`src/rtl/dma_seq_pkg.sv`:
```
package dma_seq_pkg;
  typedef enum logic [1:0] {
    SEQ_IDLE = 2'd0,
    SEQ_PLAN = 2'd1,
    SEQ_WAIT = 2'd2
  } seq_state_e;

  localparam int MAX_BURST = 32;
  localparam int DESC_BYTES = 16;
endpackage

```
`src/rtl/dma_burst_calc.sv`:
```
module dma_burst_calc #(
  parameter int LEN_W = 16,
  parameter int BL_W = 6,
  parameter int MAX_BURST = 32
) (
  input  logic [4:0]       word_ofs,
  input  logic [LEN_W-1:0] remain,
  input  logic [BL_W-1:0]  burst_len,
  input  logic [1:0]       cache_sel,
  output logic [LEN_W-1:0] beats
);
  localparam logic [LEN_W-1:0] CAP = LEN_W'(MAX_BURST);

  logic             legal;
  logic             has_lim;
  logic [LEN_W-1:0] lim;
  logic             has_room;
  logic [LEN_W-1:0] room;
  logic [LEN_W-1:0] m1;

  always_comb begin
    legal   = ((burst_len & (burst_len - 1'b1)) == '0) &&
              (LEN_W'(burst_len) <= CAP);
    has_lim = (burst_len != '0);
    lim     = legal ? LEN_W'(burst_len) : CAP;
  end

  always_comb begin
    has_room = 1'b1;
    unique case (cache_sel)
      2'd1:    room = LEN_W'(8)  - LEN_W'(word_ofs[2:0]);
      2'd2:    room = LEN_W'(16) - LEN_W'(word_ofs[3:0]);
      2'd3:    room = LEN_W'(32) - LEN_W'(word_ofs[4:0]);
      default: begin
        room     = '0;
        has_room = 1'b0;
      end
    endcase
  end

  always_comb begin
    m1    = (has_lim && lim < remain) ? lim : remain;
    beats = (has_room && room < m1) ? room : m1;
  end
endmodule

```
`src/rtl/dma_lane_swap.sv`:
```
module dma_lane_swap #(
  parameter int DATA_W = 32
) (
  input  logic              swap_en,
  input  logic [DATA_W-1:0] din,
  output logic [DATA_W-1:0] dout
);
  localparam int BYTES = DATA_W / 8;

  for (genvar i = 0; i < BYTES; i++) begin : g_lane
    assign dout[8*i +: 8] = swap_en ? din[8*(BYTES-1-i) +: 8] : din[8*i +: 8];
  end
endmodule

```
`src/rtl/dma_desc_step.sv`:
```
module dma_desc_step #(
  parameter int ADDR_W = 32,
  parameter int SKIP_W = 5,
  parameter int DESC_BYTES = 16
) (
  input  logic [ADDR_W-1:0] cur,
  input  logic [SKIP_W-1:0] skip,
  output logic [ADDR_W-1:0] nxt
);
  localparam int PAD = ADDR_W - SKIP_W - 2;

  assign nxt = cur + ADDR_W'(DESC_BYTES) + {{PAD{1'b0}}, skip, 2'b00};
endmodule

```
`src/rtl/dma_burst_seq.sv`:
```
module dma_burst_seq
  import dma_seq_pkg::*;
#(
  parameter int ADDR_W = 32,
  parameter int LEN_W  = 16,
  parameter int DATA_W = 32,
  parameter int BL_W   = 6,
  parameter int SKIP_W = 5
) (
  input  logic              clk,
  input  logic              rst_n,
  input  logic              soft_rst,
  input  logic [BL_W-1:0]   cfg_burst_len,
  input  logic [1:0]        cfg_cache_align,
  input  logic [SKIP_W-1:0] cfg_desc_skip,
  input  logic              cfg_big_endian,
  input  logic              xfer_valid,
  output logic              xfer_ready,
  input  logic [ADDR_W-1:0] xfer_addr,
  input  logic [LEN_W-1:0]  xfer_len,
  output logic              req_valid,
  output logic [ADDR_W-1:0] req_addr,
  output logic [LEN_W-1:0]  req_beats,
  input  logic              req_done,
  output logic              xfer_done,
  input  logic [DATA_W-1:0] dat_in,
  input  logic              dat_is_desc,
  output logic [DATA_W-1:0] dat_out,
  input  logic [ADDR_W-1:0] desc_cur,
  output logic [ADDR_W-1:0] desc_next
);
  localparam int PAD = ADDR_W - LEN_W - 2;

  seq_state_e        state;
  logic [ADDR_W-1:0] cur_addr;
  logic [LEN_W-1:0]  remain;
  logic [LEN_W-1:0]  beats_c;
  logic              accept;

  dma_burst_calc #(.LEN_W(LEN_W), .BL_W(BL_W), .MAX_BURST(MAX_BURST)) u_calc (
    .word_ofs (cur_addr[6:2]),
    .remain   (remain),
    .burst_len(cfg_burst_len),
    .cache_sel(cfg_cache_align),
    .beats    (beats_c)
  );

  dma_lane_swap #(.DATA_W(DATA_W)) u_swap (
    .swap_en(cfg_big_endian && !dat_is_desc),
    .din    (dat_in),
    .dout   (dat_out)
  );

  dma_desc_step #(.ADDR_W(ADDR_W), .SKIP_W(SKIP_W), .DESC_BYTES(DESC_BYTES)) u_step (
    .cur (desc_cur),
    .skip(cfg_desc_skip),
    .nxt (desc_next)
  );

  assign xfer_ready = (state == SEQ_IDLE);
  assign req_valid  = (state == SEQ_WAIT);
  assign accept     = xfer_valid && xfer_ready;

  always_ff @(posedge clk or negedge rst_n) begin
    if (!rst_n) begin
      state     <= SEQ_IDLE;
      cur_addr  <= '0;
      remain    <= '0;
      req_addr  <= '0;
      req_beats <= '0;
      xfer_done <= 1'b0;
    end else if (soft_rst) begin
      state     <= SEQ_IDLE;
      remain    <= '0;
      xfer_done <= 1'b0;
    end else begin
      xfer_done <= 1'b0;
      unique case (state)
        SEQ_IDLE: begin
          if (accept) begin
            cur_addr <= xfer_addr;
            remain   <= xfer_len;
            if (xfer_len == '0) begin
              xfer_done <= 1'b1;
            end else begin
              state <= SEQ_PLAN;
            end
          end
        end
        SEQ_PLAN: begin
          req_addr  <= cur_addr;
          req_beats <= beats_c;
          state     <= SEQ_WAIT;
        end
        SEQ_WAIT: begin
          if (req_done) begin
            cur_addr <= cur_addr + {{PAD{1'b0}}, req_beats, 2'b00};
            remain   <= remain - req_beats;
            if (remain == req_beats) begin
              state     <= SEQ_IDLE;
              xfer_done <= 1'b1;
            end else begin
              state <= SEQ_PLAN;
            end
          end
        end
        default: state <= SEQ_IDLE;
      endcase
    end
  end
endmodule

```
`config.mk`:
```
export PLATFORM = sky130hd
export DESIGN_NAME = dma_burst_seq
export DESIGN_NICKNAME = d
export VERILOG_FILES = /design/src/rtl/dma_seq_pkg.sv /design/src/rtl/dma_burst_calc.sv /design/src/rtl/dma_lane_swap.sv /design/src/rtl/dma_desc_step.sv /design/src/rtl/dma_burst_seq.sv
export SDC_FILE = /design/constraint.sdc
export NUM_CORES = 1
export LEC_CHECK = 0
export BUFFER_PORTS_ARGS = -buffer_cell sky130_fd_sc_hd__buf_2
export CAP_MARGIN = 20
export CORE_UTILIZATION = 55
export CTS_BUF_LIST = sky130_fd_sc_hd__clkbuf_4
export DETAILED_ROUTE_END_ITERATION = 8
export MAX_ROUTING_LAYER = met4
export PLACE_DENSITY = 0.88
export SLEW_MARGIN = 20
export SYNTH_ARGS = -nofsm -noshare
export SYNTH_HDL_FRONTEND = slang
export SYNTH_SLANG_ARGS = --single-unit
```
`constraint.sdc`:
```
create_clock -name clk -period 6.6 [get_ports clk]
set_input_delay 0.33 -clock clk [delete_from_list [all_inputs] [get_ports clk]]
set_output_delay 0.33 -clock clk [all_outputs]
set_load 0.01 [all_outputs]
```
==> out/qor.csv, run 1 <==
stage;metric;value;unit
status;outcome;finished clean;
routing;Avg WL per Cell;16.04;microns
grt;GRT met1 Usage;37.63;%
clocking;clock slew at reported path FFs;0.16;ns
clocking;Clock Sinks;99;
sta;Max Slew Vio Count;0;
synth;Yosys warning total;0;
synth;Async S/R FF share, synth;100.0;%
synth;Mapped Cells;964;
floorplan;Core Rows;42;
grt;global-route wire length before repair;34740;microns
floorplan;Die Area;14040;sq um
synth;synthesized flop and latch total;99;
floorplan;Horiz. Die Dim;118.5;microns
floorplan;area of the core;13240;sq um
synth;syn nets;1151;
sta;Max Clock Freq;0.2301;GHz
grt;initial antenna violation count;1;
synth;mapped cell area;7462;sq um
setup_path;CP Launch Type;input port;
sta;Slew HR;27.47;%
setup_path;crit path max fanout;13;
layout;Post-Layout Cell Count;1366;
hold_path;Hold WC Path Type;input port to flop;
setup_path;Worst EP required;6.97;ns
synth;post-synth cell types;68;
synth;Mean Syn Cell Area;7.741;sq um
sta;unrepaired setup endpoints after global routing;false;
clocking;Max Buffers Root-to-Sink;2;
setup_path;Crit path largest cell delay;0.56;ns
clocking;worst skew pair latency;0.48;ns
setup_path;kind of critical path;input port to flop;
place;DP HPWL;16580;microns
routing;Antenna Violating Nets Remaining;0;
synth;number of synthesized flops with an enable pin;0;
grt;GR Util met3;4.585;%
place;# port buffers;242;
floorplan;initial core utilization;56.35;%
synth;top cells by count, synth;261 x nand2_1, 99 x dfrtp_1, 65 x nor2_1;
sta;Tcrit/Tclk final;65.86;%
routing;vias;7865;
layout;# nets final;1371;
grt;grt peak-use layer;met2;
synth;Yosys top cell by area;dfrtp_1;
synth;sequential fraction of the synthesis area;33.20;%
sta;Tmin final;4.346;ns
routing;WL final;21910;microns
layout;Layout Cell Area excl Fill;8965;sq um
flow_run;max-capacitance violation count;0;
floorplan;I/O pins;247;
synth;Area contributors post-synth;dfrtp_1 33%, nand2_1 13%, ha_1 8.7%;
sta;final setup violation count;0;
grt;met2 usage;55.15;%
clocking;cts bufs inserted;9;
clocking;CTS tree;done;
clocking;postcts setup bufs;0;
power_and_ir_drop;Leakage Power;0.004625;uW
routing;drc violations;0;
power_and_ir_drop;pwr dens;252.6;nW/um^2
synth;top-area cell type share of the netlist area;33.20;%
sta;Setup TNS Final;0;ns
setup_path;Worst path slowest cell;or4_4;
setup_path;WP buf/inv;2;
layout;synthesis-to-finish area growth;20.14;%
layout;fillers;1148;
place;placed cells;1347;
floorplan;Die Span Y;118.5;microns
grt;vias in the first global route;7368;
sta;Fin. Hold Viols;0;
clocking;Hold-fix buffers, CTS;1;
routing;DRT iter0 DRCs;525;
sta;Clock Skews;0.02114;ns
place;Area after DPL;8790;sq um
setup_path;Cell Chain, Critical Path;buf_2, or4_4, a211oi_1, and2_1, ha_1, o21a_1, o21ai_0, a221o_1, a41o_1, nand2_1, mux2i_1, inv_1, ha_1, a21oi_1, nor2_1, nor4_4, a2bb2oi_2, nor2_1, a221o_1;
grt;largest net degree at the start of global routing;68;
synth;top-count cell post-synth;nand2_1;
place;gpl congestion;0.9494;
routing;DRT Pass-1 Iters;5;
layout;Reg area;2477;sq um
layout;layout cells sized above 1;23.89;%
sta;Worst-Margin Slew;1.088;ns
clocking;root buffer cell;clkbuf_4;
routing;vias per inst;5.758;
setup_path;cell family with most CP delay;compound AO/OA/AOI/OAI gates;
layout;multi-input logic area;4662;sq um
grt;overall routing resource usage;32.10;%
setup_path;Arr. time, crit path;4.71;ns
clocking;Resize count post-CTS;0;
clocking;# H-tree levels;3;
grt;grt total ovfl;0;
power_and_ir_drop;maximum VDD drop;0.1136;mV
setup_path;CP endpoint kind;flop;
synth;Main synth FF type;dfrtp_1;
per-layer routing:
layer  share of wire, %  vias up
li1                   -     3793
met1                 39     3646
met2                 49      371
met3                8.1       55
met4                3.6        0
met5                  0        -
cells in the final DEF, fill, tap and decap left out, drive strengths merged, types with 16 or more instances in the layout:
cell    count
inv        51
nand2     262
nor2       66
ha         52
a21oi      47
nor3       23
buf       249
and3       20
xnor2      29
xor2       20
nand3      17
dfrtp      99
a211oi     16
o21ai      50
tightest hold or removal path: stages:
cell and delay, ns:
buf_2 0.08, nand2_1 0.04, nand2_1 0.04
final cells by class:
type | instances | share of cell area (%)
Sequential cell | 99 | 27.63
Multi-Input combinational cell | 777 | 52.00
Tap cell | 176 | 2.456
Clock buffer | 10 | 0.8374
Timing Repair Buffer | 250 | 14.46
Antenna cell | 1 | 0.02791
Inverter | 47 | 1.968
Clock inverter | 6 | 0.6141
power by group:
| part | switching (uW) | total [uW] | internal (uW) |
|---|---|---|---|
| clock network | 228 | 318 | 90.1 |
| logic | 604 | 1060 | 458 |
| registers | 138 | 884 | 747 |
sequential cells by signal, indices dropped and copies added (netlist names):
signal and flops:
cur_addr 32, remain 16, req_addr 32, req_beats 16
state 2, xfer_done 1
logic make-up (layout without fill, tap and decap cells):
group                    count (synthesis)  in the layout  share of synthesized area (%)
AND/OR/NAND/NOR                        458            458                          27.63
AO/OA/AOI/OAI                          208            208                          18.33
XOR/XNOR                                49             49                          5.751
buffers and inverters                   88            313                          4.628
adder cells (fa/ha/maj)                 56             56                          9.658
multiplexers                             6              6                         0.8049
other                                    0              1                              0
flip-flops                              99             99                          33.20
stage by stage:
stage | worst slack [ns] | hold WS, ns | util, % | total power [uW]
final | 2.254 | 0.03549 | 67.70 | 2264
after global routing | 1.903 | 0.01356 | 67.70 | 2439
after CTS | 2.297 | 0.02054 | 67.43 | 2255
after detailed placement | 1.809 | 0.2910 | 66.37 | 1939
after global placement | 1.882 | 0.2890 | 66.37 | 1909
after floorplan | 2.453 | 0.03441 | - | 1585
final timing paths:
| check | to | slack (ns) | start | cells after the start |
|---|---|---|---|---|
| max in group asynchronous | req_beats[0]$_DFFE_PN0P_ | 5.10 | rst_n | 3 |
| worst min-delay path | cur_addr[0]$_DFFE_PN0P_ | 0.04 | xfer_addr[0] | 3 |
| worst min register to register | req_addr[15]$_DFFE_PN0P_ | 0.49 | req_addr[15]$_DFFE_PN0P_ | 2 |
| worst max register to register | req_beats[4]$_DFFE_PN0P_ | 2.64 | remain[15]$_DFFE_PN0P_ | 14 |
| min in group asynchronous | req_addr[10]$_DFFE_PN0P_ | 0.30 | rst_n | 2 |
| worst max-delay path | req_beats[4]$_DFFE_PN0P_ | 2.25 | cfg_burst_len[1] | 19 |
Note: power is estimated with default switching activity, not from simulation.
==> run 2: changes to the inputs <==
CORE_UTILIZATION = 53   (was 55)
PLACE_DENSITY = 0.85   (was 0.88)
clock period = 4.06 ns   (was 6.6 ns; I/O delays follow)
==> out/qor.csv, run 2 (same netlist as run 1, synthesis figures left out) <==
stage;metric;value;unit;change
setup_path;r2r endpoint;req_beats[2]$_DFFE_PN0P_;;
sta;Max Slew Vio Count;0;;unchanged
layout;# nets final;1398;;+2.0%
grt;initial antenna violation count;3;;+2
flow_run;max-capacitance violation count;0;;unchanged
hold_path;Hold Crit Depth;3;;unchanged
setup_path;Worst EP required;4.45;ns;-2.52 ns
sta;final setup violation count;0;;unchanged
sta;Tcrit/Tclk final;94.30;%;
layout;multi-input logic area;4720;sq um;+1.2%
setup_path;worst reg-to-reg path cell count;14;;unchanged
clocking;Clock Sinks;99;;unchanged
setup_path;CP Launch Type;input port;;
power_and_ir_drop;maximum VDD drop;0.1701;mV;+50%
place;pre-CTS WS;-0.5065;ns;-2.315 ns
hold_path;Hold WC Path Type;input port to flop;;
hold_path;hold path startpoint;xfer_addr[14];;
sta;Slew HR;28.72;%;+1.3 points
routing;vias;7963;;+1.2%
clocking;clock slew at reported path FFs;0.17;ns;about the same
grt;grt total ovfl;0;;unchanged
routing;drc violations;0;;unchanged
place;DP HPWL;16700;microns;+0.74%
grt;global-route wire length before repair;34690;microns;-0.14%
sta;Worst-Margin Slew;1.065;ns;-0.02277 ns
routing;DRT Pass-1 Iters;5;;unchanged
power_and_ir_drop;Leakage Power;0.004741;uW;+2.5%
hold_path;Hold Crit Endpoint;cur_addr[14]$_DFFE_PN0P_;;
setup_path;Arr. time, crit path;4.22;ns;-0.49 ns
layout;fillers;1125;;-2.0%
place;# port buffers;242;;unchanged
setup_path;CP endpoint kind;flop;;
routing;Avg WL per Cell;16.09;microns;+0.29%
layout;synthesis-to-finish area growth;24.06;%;
layout;most frequent cells in the layout;261 x nand2_1, 241 x buf_2, 99 x dfrtp_1;;
layout;layout cells sized above 1;24.84;%;+0.95 points
floorplan;I/O pins;247;;unchanged
layout;Regs by FF count;cur_addr x32, req_addr x32;;
floorplan;area of the core;13510;sq um;+2.0%
sta;Clock Skews;0.02361;ns;+0.002464 ns
floorplan;Die Span Y;120.7;microns;+1.8%
sta;Tmin final;3.828;ns;
routing;Antenna Violating Nets Remaining;0;;unchanged
setup_path;worst reg2reg startpoint;remain[15]$_DFFE_PN0P_;;
grt;largest net degree at the start of global routing;74;;+8.8%
routing;vias per inst;5.708;;-0.86%
sta;Fin. Hold Viols;0;;unchanged
sta;Max Clock Freq;0.2612;GHz;
power_and_ir_drop;pwr dens;403.9;nW/um^2;+60%
place;gpl congestion;0.9487;;about the same
clocking;CTS tree;done;;
layout;most common cell after layout, fill and taps aside;nand2_1;;
clocking;cts bufs inserted;9;;unchanged
clocking;Max Buffers Root-to-Sink;2;;unchanged
clocking;# H-tree levels;3;;unchanged
floorplan;Die Area;14560;sq um;+3.7%
grt;vias in the first global route;7179;;-2.6%
power_and_ir_drop;Power Total;3739;uW;+65%
sta;WHS;0.007487;ns;-0.02801 ns
routing;DRT iter0 DRCs;655;;+25%
setup_path;reg2reg setup slack;0.40;ns;-2.24 ns
routing;WL final;22440;microns;+2.4%
grt;overall routing resource usage;31.29;%;-0.81 points
floorplan;Core Rows;42;;unchanged
setup_path;crit path max fanout;7;;-6
setup_path;kind of critical path;input port to flop;;
sta;PnR worst setup slack;0.2315;ns;-2.022 ns
floorplan;Horiz. Die Dim;120.7;microns;+1.8%
layout;Reg area;2477;sq um;unchanged
sta;Setup TNS Final;0;ns;unchanged
status;outcome;finished clean;;
clocking;root buffer cell;clkbuf_4;;
floorplan;initial core utilization;55.25;%;-1.1 points
clocking;worst skew pair latency;0.49;ns;about the same
run 2: where the power goes:
part,internal [uW],leakage [uW],switching [uW]
logic,784,0.00343,997
clock network,136,0.0000640,384
registers,1210,0.00125,225
run 2: metal layers:
metal / share of wire [%] / vias up / track usage, %
met5: 0 / - / -
met4: 1.9 / 0 / 10.03
met3: 7.1 / 34 / 2.925
met2: 51 / 389 / 55.17
met1: 40 / 3679 / 37.71
li1: - / 3861 / -
run 2: metrics by stage:
stage | area [sq um] | std cells | util [%]
after floorplan | 7462 | 964 | -
after global routing | 9258 | 1395 | 68.55
after global placement | 8872 | 1358 | 65.69
after detailed placement | 8872 | 1358 | 65.69
after CTS | 9160 | 1389 | 67.82
final | 9258 | 1395 | 68.55
run 2: final cells by class:
cell class	count	share of cell area, %
clock inverters	7	0.6352
clock buffers	9	0.7298
flip-flops and latches	99	26.76
well taps	176	2.379
inverters	47	1.906
repair buffers	276	16.53
multi-input cells	778	50.98
diodes	3	0.08109
run 2: worst max path at each step:
| stage | depth (start not counted) | end | startpoint |
|---|---|---|---|
| detailed placement | 19 | req_beats[9]$_DFFE_PN0P_ | cfg_burst_len[1] |
| finish | 19 | req_beats[2]$_DFFE_PN0P_ | cfg_burst_len[1] |
| CTS | 18 | req_beats[9]$_DFFE_PN0P_ | cfg_burst_len[1] |
| global route | 19 | req_beats[0]$_DFFE_PN0P_ | cfg_burst_len[1] |
| global placement | 19 | req_beats[2]$_DFFE_PN0P_ | cfg_burst_len[1] |
| floorplan | 17 | req_beats[1]$_DFFE_PN0P_ | cfg_burst_len[1] |
run 2: worst max-delay path, stage by stage:
cell       delay, ns
buf_2           0.11
or4_4           0.57
a211oi_4        0.31
and2_1          0.18
ha_1            0.17
o21a_1          0.12
o21ai_1         0.07
a221o_1         0.31
a41o_1          0.24
nand2_1         0.21
a22oi_2         0.14
ha_1            0.29
inv_1           0.04
a31oi_1         0.15
o2111ai_1       0.17
a21oi_2         0.28
a2bb2oi_4       0.28
nor3_1          0.08
a221o_1         0.30
run 2: repair_timing:
item,4_1_cts,5_1_grt
buffers inserted,0,0
cloned,0,1
gates resized for setup,1,8
endpoints found under the setup margin,6,16
hold endpoints to repair,86,0
hold buffers,15,0
